===== src/rtl/crf_pkg.sv =====
package crf_pkg;
  localparam int unsigned WORD_W    = 32;
  localparam int unsigned BLK_WORDS = 4;
  localparam int unsigned KEY_WORDS = 8;
  localparam int unsigned IV_WORDS  = 4;
  localparam int unsigned BLK_IDX_W = $clog2(BLK_WORDS);
  localparam int unsigned BLK_W     = WORD_W * BLK_WORDS;

  // word indices (byte offset / 4)
  localparam logic [5:0] W_CTRL  = 6'h0C;
  localparam logic [5:0] W_DATA0 = 6'h0D;
  localparam logic [5:0] W_DATA3 = 6'h10;
  localparam logic [5:0] W_REV   = 6'h11;
  localparam logic [5:0] W_MASK  = 6'h12;
  localparam logic [5:0] W_STAT  = 6'h13;

  // system mask bit positions
  localparam int unsigned MB_START = 5;
  localparam int unsigned MB_OUTEN = 3;
  localparam int unsigned MB_INEN  = 2;
  localparam int unsigned MB_SRST  = 1;
  localparam logic [6:0] MASK_RW = 7'b110_1101;

  typedef struct packed {
    logic                 clearAll;
    logic                 keyWr;
    logic                 ivWr;
    logic                 ctrlWr;
    logic                 maskWr;
    logic                 inWordWr;
    logic [BLK_IDX_W-1:0] inIdx;
    logic                 outCapture;
    logic [BLK_IDX_W-1:0] outIdx;
  } strobe_t;
endpackage


===== src/rtl/crf_ctrl.sv =====
module crf_ctrl
  import crf_pkg::*;
#(
  parameter int unsigned SRST_CYCLES = 4
) (
  input  logic       clk,
  input  logic       rstN,
  input  logic       busWrEn,
  input  logic       busRdEn,
  input  logic [7:0] busAddr,
  input  logic       busWrSrst,
  input  logic       maskStart,
  input  logic       maskInEn,
  input  logic       maskOutEn,
  input  logic       coreInReady,
  input  logic       coreOutValid,
  output strobe_t    strb,
  output logic       coreInValid,
  output logic       coreOutReady,
  output logic       dmaInReq,
  output logic       dmaOutReq,
  output logic       inReadyBit,
  output logic       outReadyBit,
  output logic       resetDone
);
  localparam int unsigned CNT_W = $clog2(SRST_CYCLES + 1);
  localparam logic [BLK_IDX_W-1:0] LAST_IDX = BLK_IDX_W'(BLK_WORDS - 1);

  logic [5:0] wIdx;
  logic aligned, isKey, isIv, isCtrl, isData, isMask;
  logic [CNT_W-1:0] srstCnt;
  logic srstActive, srstStart, wrOk, outRd;
  logic inFull, outFull;
  logic [BLK_IDX_W-1:0] inCnt, outCnt;

  assign wIdx    = busAddr[7:2];
  assign aligned = (busAddr[1:0] == 2'b00);
  assign isKey   = aligned && (wIdx < 6'd8);
  assign isIv    = aligned && (wIdx[5:2] == 4'd2);
  assign isCtrl  = aligned && (wIdx == W_CTRL);
  assign isData  = aligned && (wIdx >= W_DATA0) && (wIdx <= W_DATA3);
  assign isMask  = aligned && (wIdx == W_MASK);

  assign srstActive = (srstCnt != '0);
  assign resetDone  = !srstActive;
  assign srstStart  = busWrEn && isMask && busWrSrst && !srstActive;
  assign wrOk       = busWrEn && !srstActive && !srstStart;

  assign strb.clearAll   = srstStart;
  assign strb.keyWr      = wrOk && isKey;
  assign strb.ivWr       = wrOk && isIv;
  assign strb.ctrlWr     = wrOk && isCtrl;
  assign strb.maskWr     = wrOk && isMask;
  assign strb.inWordWr   = wrOk && isData && !inFull;
  assign strb.inIdx      = inCnt;
  assign strb.outCapture = coreOutValid && coreOutReady;
  assign strb.outIdx     = outCnt;

  assign outRd        = busRdEn && isData && outFull;
  assign coreInValid  = inFull;
  assign coreOutReady = !outFull && !srstActive && !srstStart;
  assign inReadyBit   = !inFull;
  assign outReadyBit  = outFull;
  assign dmaInReq     = maskStart && maskInEn && !inFull && !srstActive;
  assign dmaOutReq    = maskStart && maskOutEn && outFull;

  always_ff @(posedge clk or negedge rstN) begin
    if (!rstN) begin
      srstCnt <= '0;
    end else if (srstStart) begin
      srstCnt <= CNT_W'(SRST_CYCLES);
    end else if (srstActive) begin
      srstCnt <= srstCnt - 1'b1;
    end
  end

  always_ff @(posedge clk or negedge rstN) begin
    if (!rstN) begin
      inCnt  <= '0;
      inFull <= 1'b0;
    end else if (srstStart) begin
      inCnt  <= '0;
      inFull <= 1'b0;
    end else if (strb.inWordWr) begin
      inCnt <= inCnt + 1'b1;
      if (inCnt == LAST_IDX) inFull <= 1'b1;
    end else if (inFull && coreInReady) begin
      inFull <= 1'b0;
    end
  end

  always_ff @(posedge clk or negedge rstN) begin
    if (!rstN) begin
      outCnt  <= '0;
      outFull <= 1'b0;
    end else if (srstStart) begin
      outCnt  <= '0;
      outFull <= 1'b0;
    end else if (strb.outCapture) begin
      outFull <= 1'b1;
      outCnt  <= '0;
    end else if (outRd) begin
      outCnt <= outCnt + 1'b1;
      if (outCnt == LAST_IDX) outFull <= 1'b0;
    end
  end


  inreq_drop_chk: assert property (@(posedge clk) disable iff (!rstN)
    (strb.inWordWr && inCnt == LAST_IDX) |=> !dmaInReq);

  outreq_drop_chk: assert property (@(posedge clk) disable iff (!rstN)
    (outRd && outCnt == LAST_IDX) |=> (!dmaOutReq && !outReadyBit));

  start_gate_chk: assert property (@(posedge clk) disable iff (!rstN)
    !maskStart |-> (!dmaInReq && !dmaOutReq));

  srst_begin_chk: assert property (@(posedge clk) disable iff (!rstN)
    srstStart |=> !resetDone);

  srst_end_chk: assert property (@(posedge clk) disable iff (!rstN)
    (srstCnt == CNT_W'(1)) |=> resetDone);
endmodule


===== src/rtl/crf_dpath.sv =====
module crf_dpath
  import crf_pkg::*;
#(
  parameter logic [3:0] REV_MAJOR = 4'd3,
  parameter logic [3:0] REV_MINOR = 4'd1
) (
  input  logic                      clk,
  input  logic                      rstN,
  input  strobe_t                   strb,
  input  logic [5:0]                wIdx,
  input  logic [WORD_W-1:0]         busWrData,
  input  logic                      inReadyBit,
  input  logic                      outReadyBit,
  input  logic                      resetDone,
  input  logic                      coreInValid,
  input  logic                      coreInReady,
  input  logic [BLK_W-1:0]          coreOutBlock,
  output logic [WORD_W-1:0]         busRdData,
  output logic [BLK_W-1:0]          coreInBlock,
  output logic [KEY_WORDS*WORD_W-1:0] coreKey,
  output logic [IV_WORDS*WORD_W-1:0]  coreIv,
  output logic                      coreEncrypt,
  output logic                      coreCbc,
  output logic [1:0]                coreKeySize,
  output logic                      maskStart,
  output logic                      maskInEn,
  output logic                      maskOutEn
);
  logic [WORD_W-1:0] keyWords [KEY_WORDS];
  logic [WORD_W-1:0] ivWords  [IV_WORDS];
  logic [WORD_W-1:0] inBuf    [BLK_WORDS];
  logic [WORD_W-1:0] outBuf   [BLK_WORDS];
  logic [5:0] modeReg;
  logic [6:0] maskReg;
  logic [2:0] keyIdx;

  // pair-swapped, descending key placement
  assign keyIdx = (~wIdx[2:0]) ^ 3'd1;

  for (genvar g = 0; g < KEY_WORDS; g++) begin : g_key
    always_ff @(posedge clk or negedge rstN) begin
      if (!rstN)                                  keyWords[g] <= '0;
      else if (strb.clearAll)                     keyWords[g] <= '0;
      else if (strb.keyWr && keyIdx == 3'(g))     keyWords[g] <= busWrData;
    end
    assign coreKey[g*WORD_W +: WORD_W] = keyWords[g];
  end

  for (genvar g = 0; g < IV_WORDS; g++) begin : g_iv
    always_ff @(posedge clk or negedge rstN) begin
      if (!rstN)                                  ivWords[g] <= '0;
      else if (strb.clearAll)                     ivWords[g] <= '0;
      else if (strb.ivWr && wIdx[1:0] == 2'(g))   ivWords[g] <= busWrData;
    end
    assign coreIv[g*WORD_W +: WORD_W] = ivWords[g];
  end

  for (genvar g = 0; g < BLK_WORDS; g++) begin : g_blk
    always_ff @(posedge clk or negedge rstN) begin
      if (!rstN) begin
        inBuf[g]  <= '0;
        outBuf[g] <= '0;
      end else begin
        if (strb.inWordWr && strb.inIdx == BLK_IDX_W'(g)) inBuf[g] <= busWrData;
        if (strb.outCapture) outBuf[g] <= coreOutBlock[g*WORD_W +: WORD_W];
      end
    end
    assign coreInBlock[g*WORD_W +: WORD_W] = inBuf[g];
  end

  always_ff @(posedge clk or negedge rstN) begin
    if (!rstN) begin
      modeReg <= '0;
      maskReg <= '0;
    end else if (strb.clearAll) begin
      modeReg <= '0;
      maskReg <= '0;
    end else begin
      if (strb.ctrlWr) modeReg <= busWrData[7:2];
      if (strb.maskWr) maskReg <= busWrData[6:0] & MASK_RW;
    end
  end

  assign coreKeySize = modeReg[2:1];
  assign coreEncrypt = modeReg[0];
  assign coreCbc     = modeReg[3];
  assign maskStart   = maskReg[MB_START];
  assign maskInEn    = maskReg[MB_INEN];
  assign maskOutEn   = maskReg[MB_OUTEN];

  always_comb begin
    busRdData = '0;
    if (wIdx < 6'd8) begin
      busRdData = keyWords[keyIdx];
    end else if (wIdx[5:2] == 4'd2) begin
      busRdData = ivWords[wIdx[1:0]];
    end else if (wIdx >= W_DATA0 && wIdx <= W_DATA3) begin
      if (outReadyBit) busRdData = outBuf[strb.outIdx];
    end else begin
      case (wIdx)
        W_CTRL:  busRdData = {24'd0, modeReg, inReadyBit, outReadyBit};
        W_REV:   busRdData = {24'd0, REV_MAJOR, REV_MINOR};
        W_MASK:  busRdData = {25'd0, maskReg};
        W_STAT:  busRdData = {31'd0, resetDone};
        default: busRdData = '0;
      endcase
    end
  end


  blk_hold_chk: assert property (@(posedge clk) disable iff (!rstN)
    (coreInValid && !coreInReady && !strb.clearAll) |=> (coreInValid && $stable(coreInBlock)));

  mode_keep_chk: assert property (@(posedge clk) disable iff (!rstN)
    (!strb.ctrlWr && !strb.clearAll) |=> $stable(modeReg));
endmodule


===== src/rtl/cipher_regfront.sv =====
module cipher_regfront
  import crf_pkg::*;
#(
  parameter int unsigned SRST_CYCLES = 4,
  parameter logic [3:0]  REV_MAJOR   = 4'd3,
  parameter logic [3:0]  REV_MINOR   = 4'd1
) (
  input  logic         clk,
  input  logic         rstN,
  input  logic         busWrEn,
  input  logic         busRdEn,
  input  logic [7:0]   busAddr,
  input  logic [31:0]  busWrData,
  output logic [31:0]  busRdData,
  output logic         coreInValid,
  input  logic         coreInReady,
  output logic [127:0] coreInBlock,
  output logic [255:0] coreKey,
  output logic [127:0] coreIv,
  output logic         coreEncrypt,
  output logic         coreCbc,
  output logic [1:0]   coreKeySize,
  input  logic         coreOutValid,
  output logic         coreOutReady,
  input  logic [127:0] coreOutBlock,
  output logic         dmaInReq,
  output logic         dmaOutReq
);
  strobe_t strb;
  logic maskStart, maskInEn, maskOutEn;
  logic inReadyBit, outReadyBit, resetDone;

  crf_ctrl #(.SRST_CYCLES(SRST_CYCLES)) ctrl_i (
    .clk(clk), .rstN(rstN), .busWrEn(busWrEn), .busRdEn(busRdEn),
    .busAddr(busAddr), .busWrSrst(busWrData[MB_SRST]),
    .maskStart(maskStart), .maskInEn(maskInEn), .maskOutEn(maskOutEn),
    .coreInReady(coreInReady), .coreOutValid(coreOutValid), .strb(strb),
    .coreInValid(coreInValid), .coreOutReady(coreOutReady),
    .dmaInReq(dmaInReq), .dmaOutReq(dmaOutReq), .inReadyBit(inReadyBit),
    .outReadyBit(outReadyBit), .resetDone(resetDone)
  );

  crf_dpath #(.REV_MAJOR(REV_MAJOR), .REV_MINOR(REV_MINOR)) dpath_i (
    .clk(clk), .rstN(rstN), .strb(strb), .wIdx(busAddr[7:2]),
    .busWrData(busWrData), .inReadyBit(inReadyBit), .outReadyBit(outReadyBit),
    .resetDone(resetDone), .coreInValid(coreInValid), .coreInReady(coreInReady),
    .coreOutBlock(coreOutBlock), .busRdData(busRdData), .coreInBlock(coreInBlock),
    .coreKey(coreKey), .coreIv(coreIv), .coreEncrypt(coreEncrypt), .coreCbc(coreCbc),
    .coreKeySize(coreKeySize), .maskStart(maskStart), .maskInEn(maskInEn),
    .maskOutEn(maskOutEn)
  );
endmodule


===== config.mk =====
export PLATFORM = sky130hd
export DESIGN_NAME = cipher_regfront
export DESIGN_NICKNAME = d
export VERILOG_FILES = /design/src/rtl/crf_pkg.sv /design/src/rtl/crf_ctrl.sv /design/src/rtl/crf_dpath.sv /design/src/rtl/cipher_regfront.sv
export SDC_FILE = /design/constraint.sdc
export NUM_CORES = 1
export LEC_CHECK = 0
export ABC_CLOCK_PERIOD_IN_PS = 3300
export BUFFER_PORTS_ARGS = -buffer_cell sky130_fd_sc_hd__buf_2
export CORE_AREA = 4 4 280 282
export DETAILED_ROUTE_END_ITERATION = 16
export DIE_AREA = 0 0 284 286
export SLEW_MARGIN = 20
export SYNTH_ARGS = -nofsm -noshare
export SYNTH_HDL_FRONTEND = slang
export SYNTH_SLANG_ARGS = --single-unit

===== constraint.sdc =====
create_clock -name clk -period 3.3 [get_ports clk]
set_input_delay 0.495 -clock clk [delete_from_list [all_inputs] [get_ports clk]]
set_output_delay 0.495 -clock clk [all_outputs]
set_load 0.005 [all_outputs]

==> summary.md, run 1 <==
| Metric | Value |
|---|---|
| Main flop type after synthesis | dfrtp_1 |
| Max Fclk | 0.3208 GHz |
| CTS Buf Count | 76 |
| Area growth, synth to finish | 25.76% |
| Worst hold path class | input pin to flip-flop |
| Reg power frac | 0.449 |
| Sw power | 5.643 mW |
| Combinational share of power | 0.139 |
| Skew final | 0.03027 ns |
| Post-Synth XOR/XNOR Area | 0.0002884 |
| Die X | 284 µm |
| Period utilization | 0.9445 |
| CTS clk-pin slew, worst paths | 0.06 ns |
| Post-route ant nets | 0 |
| Rel. slew slack | 0.3647 |
| Sequential fraction of the synthesis area | 0.5438 |
| Setup TNS | 0 ns |
| Filler cells | 6,881 |
| Die Y | 286 µm |
| Final GP Congestion | 0.9108 |
| Drt total wl | 116,600 µm |
| Status | finished clean |
| RSZ-0062 raised after global routing | false |
| Post-synthesis adder-cell area fraction | 0.002884 |
| Ys async rst share | 1.000 |
| Core Region | 75,700 µm² |
| Mapped Area | 30,370 µm² |
| Largest net degree at the start of global routing | 82 |
| Leak | 19.27 nW |
| Final Setup Violations | 0 |
| CP Buf/Inv Count | 2 |
| CP cell instances | buf_12, mux4_2, a221oi_1, o21ai_0, buf_2 |
| CTS tree | built |
| Post-synthesis register bit count | 660 |
| Top delay family on crit path | multiplexers |
| Final Hold Viols | 0 |
| Crit start category | flip-flop |
| Mapped Cells | 2,706 |
| Final HPWL from detailed placement | 84,530 µm |
| Final-stage net count | 3,553 |
| Setup CP Type | flip-flop to primary output |
| Final Max Slew Viols | 0 |
| CTS Root Cell | clkbuf_16 |
| DRT Pass-1 Iters | 6 |
| CP required | 2.80 ns |
| # H-tree levels | 3 |
| I/O pins | 726 |
| Syn_area_per_cell | 11.22 µm² |
| Largest stage delay on the critical path | 0.60 ns |
| Reg area | 16,520 µm² |
| Cell area power density | 565.8 nW/µm² |
| Vias/cell | 5.559 |
| Final period demand of the worst path | 3.117 ns |
| Syn_nets | 2,887 |
| Vias | 24,550 |
| Vias in the first global route | 24,260 |
| Worst skew pair latency | 0.61 ns |
| DRT iter0 DRCs | 2,232 |
| Tot GR Track Use | 0.2797 |
| Grt total ovfl | 0 |
| Port buffer count | 725 |
| Largest family of logic cells by synthesized area | multiplexers |
| Ys Warns | 0 |
| WL/cell | 26.41 µm |
| Worst-case clock buffer depth | 3 |
| CTS Sinks | 660 |
| DR DRC count | 0 |
| Clock Power Share | 0.412 |
| Area of the multi-input gates | 12,900 µm² |
| Worst setup EP type | primary output |
| Num rows | 101 |
| CP max FO | 29 |
| Post-synthesis compound-gate area fraction | 0.08185 |
| Mux contribution to synthesized area | 0.2318 |
| Core Util, Final | 0.5046 |
| Max cap viols | 0 |
| Sw Share | 0.2611 |
| Int Power | 15.97 mW |
| First-pass GRT wire length | 171,000 µm |
| VDD IR max | 491.7 µV |
| Die area | 81,220 µm² |
| Slowest CP cell | mux4_2 |
| CP Data Arrival Time | 2.62 ns |
| Number of enable flip-flop cells after synthesis | 0 |
| Simple-Gate Fraction of Synth Area | 0.1039 |
| Starting Density | 0.4012 |
| Yosys cell types | 52 |
| Initial antenna violation count | 6 |
| Share of layout cells above drive strength 1 | 0.3367 |
| Worst-margin pin slew | 0.9530 ns |
## worst paths after layout
kind	start	endpoint	slack, ns	depth (start not counted)
max in group asynchronous	rstN	ctrl_i.outCnt[0]	1.87	3
min in group asynchronous	rstN	dpath_i.coreInBlock[107]	0.54	2
hold reg to reg	dpath_i.coreInBlock[29]	dpath_i.coreInBlock[29]	0.48	1
setup / recovery	ctrl_i.outCnt[0]	busRdData[1]	0.18	5
setup reg to reg	ctrl_i.srstCnt[0]	dpath_i.coreKey[33]	0.40	8
hold / removal	coreOutBlock[70]	dpath_i.outBuf[38]	0.09	2
## cells by family (layout without fill, tap and decap cells)
kind of cell,after synthesis,after routing
AND/OR/NAND/NOR,775,775
adder cells (fa/ha/maj),7,7
flip-flops,660,660
multiplexers,570,570
XOR/XNOR,1,1
AO/OA/AOI/OAI,442,442
other,0,8
buffers and inverters,251,975
## sequential cells by signal (all words and copies together) (netlist names)
name / cells
ctrl_i.outReadyBit: 1
dpath_i.outBuf: 128
ctrl_i.inCnt: 2
dpath_i.coreKey: 256
ctrl_i.srstCnt: 3
ctrl_i.coreInValid: 1
dpath_i.coreInBlock: 128
dpath_i.coreIv: 128
dpath_i.modeReg: 6
dpath_i.maskReg: 5
ctrl_i.outCnt: 2
## layout by cell type, fill, tap and decap left out, drive strengths merged, types with 3 or more instances in the layout
cell type,instances
a21boi,19
a21oi,280
a221o,10
a221oi,4
a22oi,33
and2,3
and3,4
buf,830
bufinv,8
clkbuf,110
clkinv,14
dfrtp,660
diode,8
ha,7
inv,10
mux2,308
mux2i,186
mux4,76
nand2,545
nand2b,3
nand3,36
nand4,7
nor2,134
nor2b,7
nor3,17
nor3b,3
nor4,3
o21ai,61
o21bai,10
o22ai,13
or3,5
## per-stage QoR
stage	setup slack [ns]	hold slack, ns	cells	cell area [µm²]	total power [mW]
6_report	0.1832	0.09318	4416	38200	21.61
5_1_grt	0.03430	0.06760	4409	38180	22.47
4_1_cts	0.07753	0.04556	4408	38170	21.81
3_5_place_dp	0.2529	0.4754	4271	35530	12.85
3_3_place_gp	0.2583	0.4676	4271	35530	12.75
2_1_floorplan	0.7351	0.1994	2706	30370	11.38
## worst register-to-register path, cell delays in order, from the launching register on
cell and delay [ns]:
dfrtp_1 0.35, inv_1 0.11, ha_1 0.16, nor2b_1 0.37
nand2_1 0.35, buf_4 0.28, or3_2 0.83, nand3_1 0.24
o21ai_1 0.08
## repair_timing
action / CTS / global route
hold buffers: 1 / 0
hold endpoints to repair: 58 / 0
gates resized for setup: 0 / 1
setup buffers: 0 / 0
endpoints found under the setup margin: 0 / 1
## power groups by stage
stage / registers, mW / logic (mW) / clock network (mW)
floorplan: 9.62 / 1.76 / 0
global placement: 9.80 / 2.95 / 0
detailed placement: 9.84 / 3.01 / 0
CTS: 9.70 / 3.03 / 9.08
global route: 9.80 / 3.27 / 9.39
finish: 9.69 / 3.00 / 8.92
## synthesized netlist by cell type, drive strengths merged, types with 10 or more instances
cell	count	area (µm²)
buf	84	451.7
mux2i	186	1862
clkbuf	160	600.6
o22ai	13	81.33
a22oi	33	247.7
nand3	36	180.2
dfrtp	660	16520
a221o	10	100.1
nand2	545	2046
mux4	76	1712
o21ai	61	305.3
o21bai	10	75.07
nor3	17	117.6
a21oi	280	1401
mux2	308	3468
a21boi	19	142.6
nor2	134	503.0
## per-layer routing
metal / vias to the layer above / GRT usage / wire length [µm]
li1: 10770 / - / -
met3: 175 / 0.07737 / 11000
met2: 1171 / 0.4271 / 51980
met4: 0 / 0.08026 / 3550
met1: 12430 / 0.3931 / 50090
met5: - / 0 / 0
## area by class of cell
| class | instances | area share |
|---|---|---|
| sequential | 660 | 0.4324 |
| multi-input combinational | 1795 | 0.3378 |
| timing repair buffer | 832 | 0.1276 |
| clock buffer | 109 | 0.05886 |
| tap | 978 | 0.03204 |
| clock inverter | 27 | 0.01009 |
| inverter | 7 | 0.0006879 |
| antenna | 8 | 0.0005241 |
Power figures use the tool's default switching activity.
==> run 2: changes to the inputs <==
Settings changed: BUFFER_PORTS_ARGS -buffer_cell sky130_fd_sc_hd__buf_2 to not set, CORE_AREA 4 4 280 282 to 4 4 281 283, DIE_AREA 0 0 284 286 to 0 0 285 287, DONT_BUFFER_PORTS set to 1.
==> run 2 against run 1 <==
The run now ends with hold timing, setup timing left. Final cell count is 12% lower. Hold slack worse by 0.17 ns. Setup slack worse by 0.22 ns. Via count is 6.7% lower. Clock skew is 0.015 ns lower. Sequential share of layout area is 3.0 points higher. Global-route usage hardly changed. Register-to-register slack better by 0.21 ns. Combinational power is 11% lower. Critical path depth is 1 higher. Critical path type is now input pin to primary output. Highest routed layer is now met5.
==> summary.md, run 2 (synthesis gave the netlist of run 1 again) <==
| Metric | Value |
|---|---|
| CP max FO | 158 |
| CTS Root Cell | clkbuf_16 |
| Skew final | 0.01569 ns |
| R2r endpoint | dpath_i.coreKey[25] |
| Filler cells | 6,768 |
| Final period demand of the worst path | 3.335 ns |
| Post-route setup slack | -0.03502 ns |
| Area growth, synth to finish | 17.67% |
| Share of layout cells above drive strength 1 | 0.1358 |
| # H-tree levels | 3 |
| Die area | 81,800 µm² |
| Vias in the first global route | 22,960 |
| Setup Fix Bufs, Post-CTS | 0 |
| Grt total ovfl | 0 |
| CTS tree | built |
| CP required | 2.80 ns |
| Most common cell after layout, fill and taps aside | dfrtp_1 |
| Worst setup EP type | primary output |
| First-pass GRT wire length | 168,700 µm |
| Tightest hold margin | -0.07894 ns |
| Fin cells | 3,878 |
| Post-route ant nets | 0 |
| RR Startpoint | ctrl_i.srstCnt[0] |
| Core Util, Final | 0.4660 |
| Most frequent cells in the layout | dfrtp_1 (659), nand2_1 (544), a21oi_1 (280) |
| CTS Sinks | 660 |
| Setup TNS | -0.05739 ns |
| Vias | 22,900 |
| Worst-case clock buffer depth | 3 |
| Max Fclk | 0.2998 GHz |
| RSZ-0062 raised after global routing | false |
| Die X | 285 µm |
| CTS Buf Count | 75 |
| Drt total wl | 118,600 µm |
| Num rows | 102 |
| Status | complete, but fails checks |
| DRT iter0 DRCs | 2,355 |
| Worst skew pair latency | 0.62 ns |
| Largest net degree at the start of global routing | 661 |
| Core Region | 76,700 µm² |
| I/O pins | 726 |
| Leak | 15.93 nW |
| Final Max Slew Viols | 0 |
| VDD IR max | 548.3 µV |
| Cell area power density | 586.7 nW/µm² |
| Worst hold path class | input pin to asynchronous set/reset pin |
| Overall Power | 20.97 mW |
| Max cap viols | 0 |
| Final Setup Violations | 4 |
| Initial antenna violation count | 8 |
| DR DRC count | 0 |
| Setup CP Type | input pin to primary output |
| Crit start category | input pin |
| Vias/cell | 5.904 |
| DRT Pass-1 Iters | 7 |
| Worst-margin pin slew | 1.156 ns |
| Port buffer count | 0 |
| Max FFs per register | 256 |
| Die Y | 287 µm |
| Cell total after placement | 3,560 |
| Final GP Congestion | 0.8742 |
| Starting Density | 0.3960 |
| Reg2reg setup slack | 0.61 ns |
| CP Data Arrival Time | 2.84 ns |
| Failing checks | hold timing, setup timing |
| R2r worst-path depth | 9 |
| Final-stage net count | 2,958 |
| Rel. slew slack | 0.2265 |
| CTS clk-pin slew, worst paths | 0.06 ns |
| Final Hold Viols | 47 |
| Period utilization | 1.011 |
| WL/cell | 30.57 µm |
| Tot GR Track Use | 0.2800 |
| Final HPWL from detailed placement | 77,450 µm |
==> run 2: worst max-delay path by stage <==
stage,start,to,slack [ns],cells after the start
floorplan,busAddr[3],busRdData[29],0.74,6
global placement,busAddr[7],busRdData[29],0.31,3
detailed placement,busAddr[7],busRdData[29],0.32,3
CTS,ctrl_i.outCnt[0],busRdData[1],0.0008,5
global route,dpath_i.coreKey[63],busRdData[31],0.006,3
finish,busAddr[3],busRdData[19],-0.04,6
==> run 2: stage by stage <==
stage | worst slack, ns | area (µm²)
4_1_cts | 0.0007991 | 35590
3_5_place_dp | 0.3176 | 31360
5_1_grt | 0.006129 | 35730
2_1_floorplan | 0.7351 | 30370
3_3_place_gp | 0.3055 | 31360
6_report | -0.03502 | 35740
==> run 2: power breakdown <==
| group | switching, mW | internal [mW] | total [mW] |
|---|---|---|---|
| combinational | 1.29 | 1.38 | 2.67 |
| clock | 3.53 | 4.92 | 8.44 |
| sequential | 0.751 | 9.10 | 9.85 |
==> run 2: repair_timing <==
| action | in CTS | in global routing |
|---|---|---|
| hold endpoints to repair | 1168 | 17 |
| endpoints found under the setup margin | 0 | 4 |
| gates resized for setup | 0 | 4 |
| hold buffers | 175 | 1 |
==> run 2: layer usage <==
layer  vias up  routed length, µm  GRT usage  part of all wire
met2      1440              53170     0.4334              0.45
met3       246              16360     0.1266              0.14
met1     11660              44970     0.3550              0.38
met5         -                 21          0           0.00018
met4         4               4038    0.08385             0.034
li1       9548                  -          -                 -
==> run 2: critical path: stages <==
cell and delay, ns:
o21a_1 0.48, a22o_1 0.24, and3b_2 0.42, buf_12 0.25, a22oi_1 0.19, o21ai_0 0.24
==> run 2: area by class of cell <==
class / instances / area, µm² / area share
flip-flops and latches: 660 / 16520 / 0.4621
multi-input cells: 1795 / 12920 / 0.3614
repair buffers: 238 / 2495 / 0.06981
clock buffers: 104 / 2160 / 0.06042
well taps: 1040 / 1301 / 0.03641
clock inverters: 31 / 316.6 / 0.008857
inverters: 7 / 26.28 / 0.0007352
diodes: 3 / 7.507 / 0.0002100
